==> src/rtl/dacbus_pkg.sv <==
`timescale 1ns/1ps
// Shared types and helpers for the converter bus sequencer.
// Assumes all timing values are non-negative nanosecond integers.
package dacbus_pkg;

    typedef enum logic [1:0] {
        OP_WRITE = 2'd0,
        OP_READ  = 2'd1,
        OP_LOAD  = 2'd2,
        OP_RESET = 2'd3
    } op_e;

    typedef enum logic [3:0] {
        PH_IDLE,
        PH_WSETUP,
        PH_WLOW,
        PH_WHOLD,
        PH_RSETUP,
        PH_RLOW,
        PH_RFLOAT,
        PH_LGAP,
        PH_LHIGH,
        PH_LLOW,
        PH_SETTLE,
        PH_XLOW,
        PH_XHIGH
    } phase_e;

    // Round a nanosecond limit up to whole clock cycles, never below one.
    function automatic int unsigned ns2cyc(int unsigned ns, int unsigned per);
        int unsigned c;
        c = (ns + per - 1) / per;
        return (c == 0) ? 1 : c;
    endfunction

    function automatic int unsigned umax(int unsigned a, int unsigned b);
        return (a > b) ? a : b;
    endfunction

endpackage

==> src/rtl/dacbus_timer.sv <==
`timescale 1ns/1ps
// Phase length down-counter. A load sets the remaining count; the
// counter then decrements and stops at zero, where expired is high.
// Assumes the caller loads (length - 1) on the first cycle of a phase.
module dacbus_timer #(
    parameter int W = 8
) (
    input  logic         clk,
    input  logic         rst_n,
    input  logic         load,
    input  logic [W-1:0] load_val,
    output logic         expired
);
    logic [W-1:0] cnt_q;

    // Count down toward zero, reloading at each phase change.
    always_ff @(posedge clk) begin
        if (!rst_n)
            cnt_q <= '0;
        else if (load)
            cnt_q <= load_val;
        else if (cnt_q != '0)
            cnt_q <= cnt_q - 1'b1;
    end

    assign expired = (cnt_q == '0);

    // Once expired, the counter stays expired until reloaded.
    assert_timer_floor_R10: assert property (@(posedge clk) disable iff (!rst_n)
        (!load && expired) |=> expired);

endmodule

==> src/rtl/dacbus_rdcap.sv <==
`timescale 1ns/1ps
// Read-back capture: stores the bus word when told to sample and
// flags it with a single-cycle valid. The word stays until the next sample.
// Assumes sample is high for at most one cycle per read.
module dacbus_rdcap #(
    parameter int W = 16
) (
    input  logic         clk,
    input  logic         rst_n,
    input  logic         sample,
    input  logic [W-1:0] din,
    output logic [W-1:0] rd_data,
    output logic         rd_valid
);
    // Hold the sampled word and raise valid on the following cycle.
    always_ff @(posedge clk) begin
        if (!rst_n) begin
            rd_data  <= '0;
            rd_valid <= 1'b0;
        end else begin
            rd_valid <= sample;
            if (sample)
                rd_data <= din;
        end
    end

    // The stored word changes only through a sample.
    assert_hold_word_R5: assert property (@(posedge clk) disable iff (!rst_n)
        !$past(sample) |-> $stable(rd_data));

endmodule

==> src/rtl/dacbus_seq.sv <==
`timescale 1ns/1ps
// Host-side sequencer for a two-channel parallel converter bus.
// Takes one command at a time and drives the converter pins through
// timed phases, each derived from a nanosecond limit and CLK_NS.
// Assumes cmd_op holds a legal code and cmd fields are valid on acceptance.
module dacbus_seq
    import dacbus_pkg::*;
#(
    parameter int DATA_W      = 16,
    parameter int CLK_NS      = 8,
    parameter int T_WSETUP_NS = 0,
    parameter int T_WLOW_NS   = 40,
    parameter int T_RSETUP_NS = 10,
    parameter int T_RLOW_NS   = 150,
    parameter int T_ACCESS_NS = 150,
    parameter int T_HOLD_NS   = 10,
    parameter int T_FLOAT_NS  = 100,
    parameter int T_LGAP_NS   = 30,
    parameter int T_LHIGH_NS  = 100,
    parameter int T_LLOW_NS   = 100,
    parameter int T_LSEP_NS   = 100,
    parameter int T_XLOW_NS   = 10,
    parameter int T_XHIGH_NS  = 10,
    parameter int T_SETTLE_NS = 10000,
    parameter bit SETTLE_EN   = 1'b1
) (
    input  logic              clk,
    input  logic              rst_n,
    input  logic              cmd_valid,
    output logic              cmd_ready,
    input  logic [1:0]        cmd_op,
    input  logic              cmd_chan,
    input  logic [DATA_W-1:0] cmd_data,
    output logic              rd_valid,
    output logic [DATA_W-1:0] rd_data,
    output logic              bus_cs_n,
    output logic              bus_rd,
    output logic              bus_sel,
    output logic              bus_ld,
    output logic              bus_rst_n,
    output logic [DATA_W-1:0] bus_dout,
    output logic              bus_oe,
    input  logic [DATA_W-1:0] bus_din
);
    localparam int unsigned C_WSETUP = ns2cyc(T_WSETUP_NS, CLK_NS);
    localparam int unsigned C_WLOW   = ns2cyc(T_WLOW_NS, CLK_NS);
    localparam int unsigned C_HOLD   = ns2cyc(T_HOLD_NS, CLK_NS);
    localparam int unsigned C_RSETUP = ns2cyc(T_RSETUP_NS, CLK_NS);
    localparam int unsigned C_RLOW   = ns2cyc(umax(T_RLOW_NS, T_ACCESS_NS), CLK_NS);
    localparam int unsigned C_RFLOAT = umax(C_HOLD, ns2cyc(T_FLOAT_NS, CLK_NS));
    localparam int unsigned C_LGAP   = ns2cyc(T_LGAP_NS, CLK_NS);
    localparam int unsigned C_LHIGH  = ns2cyc(T_LHIGH_NS, CLK_NS);
    localparam int unsigned C_LLOW   = ns2cyc(umax(T_LLOW_NS, T_LSEP_NS), CLK_NS);
    localparam int unsigned C_SETTLE = ns2cyc(T_SETTLE_NS, CLK_NS);
    localparam int unsigned C_XLOW   = ns2cyc(T_XLOW_NS, CLK_NS);
    localparam int unsigned C_XHIGH  = ns2cyc(T_XHIGH_NS, CLK_NS);
    localparam int unsigned C_MAX    =
        umax(umax(umax(C_WSETUP, C_WLOW), umax(C_HOLD, C_RSETUP)),
             umax(umax(umax(C_RLOW, C_RFLOAT), umax(C_LGAP, C_LHIGH)),
                  umax(umax(C_LLOW, C_SETTLE), umax(C_XLOW, C_XHIGH))));
    localparam int CNT_W = $clog2(C_MAX + 1);

    phase_e            ph_q, ph_d;
    logic              chan_q;
    logic [DATA_W-1:0] wdata_q;
    logic              tmr_load, tmr_exp;
    logic [CNT_W-1:0]  tmr_val;
    logic              rd_sample;

    // Remaining-count value to load on entry to a phase.
    function automatic logic [CNT_W-1:0] plen_m1(phase_e p);
        case (p)
            PH_WSETUP: return CNT_W'(C_WSETUP - 1);
            PH_WLOW:   return CNT_W'(C_WLOW - 1);
            PH_WHOLD:  return CNT_W'(C_HOLD - 1);
            PH_RSETUP: return CNT_W'(C_RSETUP - 1);
            PH_RLOW:   return CNT_W'(C_RLOW - 1);
            PH_RFLOAT: return CNT_W'(C_RFLOAT - 1);
            PH_LGAP:   return CNT_W'(C_LGAP - 1);
            PH_LHIGH:  return CNT_W'(C_LHIGH - 1);
            PH_LLOW:   return CNT_W'(C_LLOW - 1);
            PH_SETTLE: return CNT_W'(C_SETTLE - 1);
            PH_XLOW:   return CNT_W'(C_XLOW - 1);
            PH_XHIGH:  return CNT_W'(C_XHIGH - 1);
            default:   return '0;
        endcase
    endfunction

    // Next phase: leave idle on a command, otherwise advance when the timer expires.
    always_comb begin
        ph_d = ph_q;
        case (ph_q)
            PH_IDLE: begin
                if (cmd_valid) begin
                    case (op_e'(cmd_op))
                        OP_WRITE: ph_d = PH_WSETUP;
                        OP_READ:  ph_d = PH_RSETUP;
                        OP_LOAD:  ph_d = PH_LGAP;
                        default:  ph_d = PH_XLOW;
                    endcase
                end
            end
            PH_WSETUP: if (tmr_exp) ph_d = PH_WLOW;
            PH_WLOW:   if (tmr_exp) ph_d = PH_WHOLD;
            PH_WHOLD:  if (tmr_exp) ph_d = PH_IDLE;
            PH_RSETUP: if (tmr_exp) ph_d = PH_RLOW;
            PH_RLOW:   if (tmr_exp) ph_d = PH_RFLOAT;
            PH_RFLOAT: if (tmr_exp) ph_d = PH_IDLE;
            PH_LGAP:   if (tmr_exp) ph_d = PH_LHIGH;
            PH_LHIGH:  if (tmr_exp) ph_d = PH_LLOW;
            PH_LLOW:   if (tmr_exp) ph_d = SETTLE_EN ? PH_SETTLE : PH_IDLE;
            PH_SETTLE: if (tmr_exp) ph_d = PH_IDLE;
            PH_XLOW:   if (tmr_exp) ph_d = PH_XHIGH;
            PH_XHIGH:  if (tmr_exp) ph_d = PH_IDLE;
            default:   ph_d = PH_IDLE;
        endcase
    end

    assign tmr_load  = (ph_d != ph_q);
    assign tmr_val   = plen_m1(ph_d);
    assign cmd_ready = (ph_q == PH_IDLE);
    assign rd_sample = (ph_q == PH_RLOW) && tmr_exp;

    // Phase register.
    always_ff @(posedge clk) begin
        if (!rst_n)
            ph_q <= PH_IDLE;
        else
            ph_q <= ph_d;
    end

    // Latch the command operands on acceptance.
    always_ff @(posedge clk) begin
        if (!rst_n) begin
            chan_q  <= 1'b0;
            wdata_q <= '0;
        end else if (cmd_ready && cmd_valid) begin
            chan_q  <= cmd_chan;
            wdata_q <= cmd_data;
        end
    end

    // Pin outputs registered from the next phase, so they are glitch-free and aligned with ph_q.
    always_ff @(posedge clk) begin
        if (!rst_n) begin
            bus_cs_n  <= 1'b1;
            bus_rd    <= 1'b1;
            bus_oe    <= 1'b0;
            bus_ld    <= 1'b0;
            bus_rst_n <= 1'b1;
        end else begin
            bus_cs_n  <= !(ph_d == PH_WLOW || ph_d == PH_RLOW);
            bus_rd    <= !(ph_d inside {PH_WSETUP, PH_WLOW, PH_WHOLD});
            bus_oe    <= (ph_d inside {PH_WSETUP, PH_WLOW, PH_WHOLD});
            bus_ld    <= (ph_d == PH_LHIGH);
            bus_rst_n <= (ph_d != PH_XLOW);
        end
    end

    assign bus_sel  = chan_q;
    assign bus_dout = wdata_q;

    dacbus_timer #(.W(CNT_W)) timer_i (
        .clk      (clk),
        .rst_n    (rst_n),
        .load     (tmr_load),
        .load_val (tmr_val),
        .expired  (tmr_exp)
    );

    dacbus_rdcap #(.W(DATA_W)) rdcap_i (
        .clk      (clk),
        .rst_n    (rst_n),
        .sample   (rd_sample),
        .din      (bus_din),
        .rd_data  (rd_data),
        .rd_valid (rd_valid)
    );

    assert_busy_after_accept_R2: assert property (@(posedge clk) disable iff (!rst_n)
        (cmd_valid && cmd_ready) |=> !cmd_ready);

    assert_no_contention_R6: assert property (@(posedge clk) disable iff (!rst_n)
        (!bus_cs_n && bus_rd) |-> !bus_oe);

    assert_ld_apart_R7: assert property (@(posedge clk) disable iff (!rst_n)
        bus_ld |-> bus_cs_n);

    assert_rdvalid_pulse_R5: assert property (@(posedge clk) disable iff (!rst_n)
        rd_valid |=> !rd_valid);

    assert_rst_apart_R9: assert property (@(posedge clk) disable iff (!rst_n)
        !bus_rst_n |-> (bus_cs_n && !bus_ld));

    assert_stable_select_R10: assert property (@(posedge clk) disable iff (!rst_n)
        (!bus_cs_n && !$past(bus_cs_n)) |-> ($stable(bus_sel) && $stable(bus_rd) && $stable(bus_dout)));

endmodule

==> config.mk <==
export PLATFORM = sky130hd
export DESIGN_NAME = dacbus_seq
export DESIGN_NICKNAME = d
export VERILOG_FILES = /design/src/rtl/dacbus_pkg.sv /design/src/rtl/dacbus_timer.sv /design/src/rtl/dacbus_rdcap.sv /design/src/rtl/dacbus_seq.sv
export SDC_FILE = /design/constraint.sdc
export NUM_CORES = 1
export LEC_CHECK = 0
export BUFFER_PORTS_ARGS = -buffer_cell sky130_fd_sc_hd__buf_2
export CORE_ASPECT_RATIO = 1.2
export CORE_MARGIN = 2
export CORE_UTILIZATION = 55
export DETAILED_ROUTE_END_ITERATION = 10
export PLACE_DENSITY = 0.94
export SYNTH_ARGS = -nofsm -noshare
export SYNTH_HDL_FRONTEND = slang
export SYNTH_SLANG_ARGS = --single-unit
==> constraint.sdc <==
create_clock -name clk -period 4.6 [get_ports clk]
set_input_delay 0.46 -clock clk [delete_from_list [all_inputs] [get_ports clk]]
set_output_delay 0.46 -clock clk [all_outputs]
set_load 0.02 [all_outputs]
# Word-level counts from Yosys, hierarchy flattened
# Memory sizes are Yosys's and may differ from the RTL's.
# Index checks and enable logic that the tools add are counted.
[totals]
ff_bits = 54
rom_bits = 144
elab_cells = 60
n_memories = 1
[memory_table]
columns = ["name", "depth", "word_bits", "read_ports", "rd_clocked_by_memory_dff", "write_ports", "line_no", "text"]
rows = [
  ["(no name shown)", 16, 9, 1, 0, 0, "dacbus_seq.sv:72", "case (p)"],
]
[classes]
n_addsub = 1
eq_ne = 21
mux = 14
reduce_logical = 12
[ops]
columns = ["cell", "count"]
rows = [
  ["two-way mux 4 bit", 10],
  ["case mux 4 bit (10 select lines)", 1],
  ["equality test 4 bit (second input constant)", 6],
  ["two-way mux 11 bit", 2],
  ["equality test 4 x 3 -> 1 bit (second input constant)", 5],
  ["equality test 4 x 2 -> 1 bit (second input constant)", 4],
  ["case mux 4 bit (3 select lines)", 1],
  ["zero test 11 bit", 1],
  ["nonzero test 11 bit", 1],
  ["subtractor 11 x 1 -> 11 bit (second input constant)", 1],
  ["equality test 4 x 1 -> 1 bit (second input constant)", 2],
  ["zero test 4 bit", 1],
  ["!= test 4 bit", 1],
  ["!= test 4 bit (second input constant)", 1],
  ["OR reduction 4 bit", 1],
  ["nonzero test 3 bit", 1],
  ["equality test 2 x 1 -> 1 bit (second input constant)", 1],
  ["equality test 2 bit (second input constant)", 1],
  ["logical AND 1 bit", 2],
  ["zero test 1 bit", 2],
  ["zero test 2 bit", 1],
  ["nonzero test 2 bit", 1],
  ["logical OR 1 bit", 1],
]

# Depth between registers and ports, before layout
[depth]
word_depth = 7
mapped_depth = 11
ltp_nobuf = 11

# Cells and area by module
# A second synthesis with hierarchy kept.
[hier_totals]
cells_unflattened = 291
hier_area_um2 = 2642.5
[modules_own_cells]
columns = ["mod", "n_inst", "cells_per_inst", "area_each_um2", "seq_area_each_um2"]
rows = [
  ["dacbus_seq", 1, 165, 1366.3, 520.5],
  ["dacbus_rdcap", 1, 53, 643.1, 340.3],
  ["dacbus_timer", 1, 73, 633.1, 220.2],
]

# Worst setup path before layout
# OpenSTA, ideal clock, no wires.
[synth_timing]
kind = "flip-flop to flip-flop"
startpoint = "reg ph_q[1]"
endpoint = "reg timer_i.cnt_q[0]"
arrival_time_ns = 2.705
t_required_ns = 4.478
path_slack_ns = 1.774
stages_incl_launch_ff = 8
path_buffers = 1
synth_period_minus_slack_ns = 2.826
cell_sequence = "dfxtp_1 nor4_1 and2_1 clkbuf_1 a21oi_1 ha_1 mux2_2 o311a_1"
[synth_between]
word_cells_on_any_way = 29
classes_between = "eq/ne: 13; mux: 12; reduce/logical: 3; memory: 1"
[synth_rtl]
columns = ["element", "line_no", "text"]
rows = [
  ["start: declaration", "dacbus_seq.sv:63", "phase_e ph_q, ph_d;"],
  ["start signal: assignment", "dacbus_seq.sv:129", "ph_q <= ph_d;"],
  ["zero test 4 bit *", "n/a", ""],
  ["via cmd_ready", "dacbus_seq.sv:30", "output logic cmd_ready,"],
  ["case mux 4 bit (10 select lines) *", "dacbus_seq.sv:92", "case (ph_q)"],
  ["memory read (16 x 9 bit) or != test 4 bit (tied branches)", "n/a", ""],
  ["two-way mux 11 bit or nonzero test 2 bit (tied branches)", "n/a", ""],
  ["end signal: assignment", "dacbus_timer.sv:21", "cnt_q <= load_val;"],
  ["end signal: assignment", "dacbus_timer.sv:23", "cnt_q <= cnt_q - 1'b1;"],
  ["end: declaration", "dacbus_timer.sv:14", "logic [W-1:0] cnt_q;"],
]
# The timed path passes the listed nets; every way through them passes the cells marked *.
# A chain may end at the register's enable or synchronous reset.

# Worst setup path in the final report
[layout_timing]
startpoint = "reg ph_q[1]"
endpoint = "reg bus_rst_n"
[layout_between]
elab_chain_cells = 4
word_cells_on_any_way = 26
classes_between = "eq/ne: 13; mux: 11; reduce/logical: 2"
[layout_lines]
columns = ["element", "line_no", "text"]
rows = [
  ["equality test 4 bit (tied with other cells)", "dacbus_seq.sv:92", ""],
  ["OR reduction 4 bit (no source line)", "n/a", ""],
  ["case mux 4 bit (10 select lines) *", "dacbus_seq.sv:92", ""],
  ["via ph_d[0]", "dacbus_seq.sv:63", ""],
  ["!= test 4 bit *", "dacbus_seq.sv:156", "bus_rst_n <= (ph_d != PH_XLOW);"],
  ["end signal: assignment", "dacbus_seq.sv:156", ""],
  ["end: declaration", "dacbus_seq.sv:40", "output logic bus_rst_n,"],
]
# Marked as above.

==> summary.md <==
| Metric | Value |
|---|---|
| Outcome | completed |
| Syn nets | around 360 |
| Crit end category | flip-flop |
| Reg-to-Reg End | bus_rst_n |
| Hold Path End | bus_dout[10] |
| CP Cell Sequence | nor4_1 -> and2_1 -> a21oi_1 -> inv_1 -> ha_1 -> or3b_2 |
| Critical R2R Launch | ph_q[1] |
| GRT Resource Usage Total | between 20% and 30% |
| Total power | between 1500 and 2000 uW |
| FILL cells | roughly 370 |
| Final Wtd Congestion | around 0.89 |
| Most common cell in the netlist | nand2_1 |
| First-pass GRT wire length | roughly 9900 microns |
| Number of synthesized flops with an enable pin | 0 |
| Initial antenna violation count | 0 |
| Post-synthesis cell area | between 2000 and 3000 sq um |
| Cts hold-fix bufs | 0 |
| ANT nets after route | 0 |
| Area growth syn-to-layout | 19.02% |
| Tcrit/Tclk final | approximately two thirds |
| Routed vias/inst | 5.610 |
| Sequential fraction of the synthesis area | 41.30% |
| GRT Residual Overflow | 0 |
| Primary FF master, synth | dfxtp_1 |
| Die W | 66.98 microns |
| Non-Filler Instances | roughly 440 |
| R2R depth | 6 |
| Critical Path RT | between 4 and 5 ns |
| Ant. Diodes | 0 |
| Port buffer count | 77 |
| Clock Skew | roughly 0.0057 ns |
| Core Box Area | 4594 sq um |
| Reg power frac | 35.0% |
| Mean post-synth cell area | around 8.4 sq um |
| Number of global-route vias before repair | about 2300 |
| Die area | 5329 sq um |
| Clk network pwr share | between 10% and 20% |
| Number of CTS-inserted buffers | 5 |
| Net Sw Power | just under 800 uW |
| Initial drt markers | 140 |
| CTS tree | yes |
| CP max-delay cell | nor4_1 |
| Fraction of layout cells with a size suffix above 1 | ~25% |
| NumNets Final | about 430 |
| Fin crit period | around 3.0 ns |
| Sum Neg Setup Slack | 0 ns |
| # Max-Cap Violations | 0 |
| Static Leak | 0.001291 uW |
| Post-synth top cells | 77 x nand2_1, 54 x dfxtp_1, 36 x a21boi_0 |
| Num ports | 78 |
| Clock root buffer | clkbuf_8 |
| Slew Limit Headroom | a little over a quarter |
| TritonCTS sink count | 54 |
| CP max stage delay | roughly 0.7 ns |
| Htree depth | 2 |
| Clock transition at path regs | about 0.10 ns |
| Fin. max-slew vios | 0 |
| Clk_lat worst skew | 0.31 ns |
| Fin area | between 3000 and 4000 sq um |
| Post-CTS Repair Setup Buffers | 0 |
| Hold WC Path Type | in2reg |
| Clock Tree Buf Depth | 2 |
| Final hold slack | 0.3867 ns |
| Die Height | slightly below 80 microns |
| Logic gate share of total power | roughly 48% |
| Endpoints failing setup | 0 |
| Setup CP Type | reg2reg |
| Yosys Warn Count | 0 |
| R2R Setup Slk | ~1.6 ns |
| Crit path DAT | roughly 3.2 ns |
| Worst-margin pin slew | approximately 1.1 ns |
| Register bit total from synthesis | 54 |
| CP Max Fanout | 18 |
| Share of the synthesized area in the top cell type | between 40% and 50% |
| Placed Instances | 431 |
| Final Hold Viols | 0 |
| Max VDD drop | about 0.00028 V |
| RSZ-0062 raised after global routing | no |
| Initial core utilization | 56.97% |
| Switching part of the total power | between 40% and 50% |
| DRT Wirelength | about 6300 microns |
| Synth area leader | dfxtp_1 |
| DR pass1 iterations | 4 |
| Synth area leaders | dfxtp_1 41%, nand2_1 11%, a21boi_0 10%, ha_1 3.8%, xnor2_1 2.3% |
| Via count | roughly 2500 |
| Fmax | roughly 330 MHz |
| WL/cell | approximately 14 microns |
| DP Wirelength | between 4000 and 5000 microns |
| Worst Hold Launch | cmd_data[10] |
| Cells after synthesis | between 300 and 400 |
| Critical path launch point type | flip-flop |
| Pwr dens | slightly below 600 nW/um^2 |
| Dpl cell area | approximately 3000 sq um |
| Post-CTS resize count | 0 |
| Library cells used by synthesis | 48 |
| Int Power | ~1000 uW |
| Row cnt | 27 |
| Hold depth | 3 |
| DRC Markers | 0 |
| Async set-reset flop share out of synthesis | 0% |
| Largest net degree at the start of global routing | between 50 and 60 |
==> final cells by class <==
cell class	instances	area, sq um	share of cell area [%]
Clock buffer	5	68.82	2.209
Clock inverter	2	38.79	1.245
Inverter	12	45.04	1.446
Multi-Input combinational cell	230	1424	45.70
Sequential cell	54	1081	34.70
Tap cell	58	72.57	2.329
Timing Repair Buffer	77	385.4	12.37
==> worst max-delay path by stage <==
| stage | startpoint | endpoint | slack [ns] | cells after the start |
|---|---|---|---|---|
| after detailed placement | ph_q[1] | bus_rst_n | 1.62 | 6 |
| final | ph_q[1] | bus_rst_n | 1.58 | 6 |
| after CTS | ph_q[1] | bus_rst_n | 1.60 | 6 |
| after global placement | ph_q[1] | timer_i.cnt_q[0] | 1.79 | 6 |
| after floorplan | ph_q[1] | timer_i.cnt_q[0] | 1.77 | 7 |
| after global routing | ph_q[1] | bus_rst_n | 1.39 | 6 |
==> power by group through the flow <==
stage,registers [uW],clock network [uW],logic [uW]
2_1_floorplan,674,0,634
3_3_place_gp,640,0,828
3_5_place_dp,647,0,852
4_1_cts,636,320,859
5_1_grt,652,336,961
6_report,640,317,868
==> routing by layer <==
metal	vias to the layer above	GRT usage [%]	part of all wire [%]
li1	1225	-	-
met1	1133	28.78	41
met2	85	41.70	51
met3	14	5.360	5.3
met4	0	10.82	2.1
met5	-	0	0
==> cell families (layout without fill, tap and decap cells) <==
| group | count (synthesis) | in the layout | synth area share [%] |
|---|---|---|---|
| AO/OA/AOI/OAI | 76 | 76 | 21.65 |
| XOR/XNOR | 7 | 7 | 2.342 |
| adder cells (fa/ha/maj) | 8 | 8 | 3.824 |
| buffers and inverters | 28 | 96 | 4.302 |
| flip-flops | 54 | 54 | 41.30 |
| multiplexers | 2 | 2 | 0.8604 |
| AND/OR/NAND/NOR | 137 | 137 | 25.72 |
==> worst max-delay path, delay by kind of cell, from the launching register on <==
family / cells / cell delay, ns
compound gates: 1 / 0.28
fa+ha+maj: 1 / 0.20
buf+inv: 1 / 0.18
flops: 1 / 0.45
simple gates: 3 / 1.80
==> state kept, by name, indices dropped and copies added, names as in the netlist <==
signal            flops
bus_dout             16
rdcap_i.rd_data      16
timer_i.cnt_q        11
ph_q                  4
bus_cs_n              1
bus_ld                1
bus_oe                1
bus_rd                1
bus_rst_n             1
bus_sel               1
rdcap_i.rd_valid      1
==> layout by cell type, fill, tap and decap left out, drive strengths merged, types with 5 or more instances in the layout <==
master	n
a21boi	36
clkbuf	5
ha	8
nand2	77
and2	6
inv	12
nand3	5
nand4	5
nor3	7
nor2	11
dfxtp	54
buf	77
o21ai	9
xnor2	7
==> stage by stage <==
step / setup WS (ns) / utilization [%]
global route: 1.390 / 67.81
finish: 1.577 / 67.81
detailed placement: 1.615 / 65.47
floorplan: 1.774 / -
CTS: 1.605 / 67.81
global placement: 1.789 / 65.47
Power figures use the tool's default switching activity.
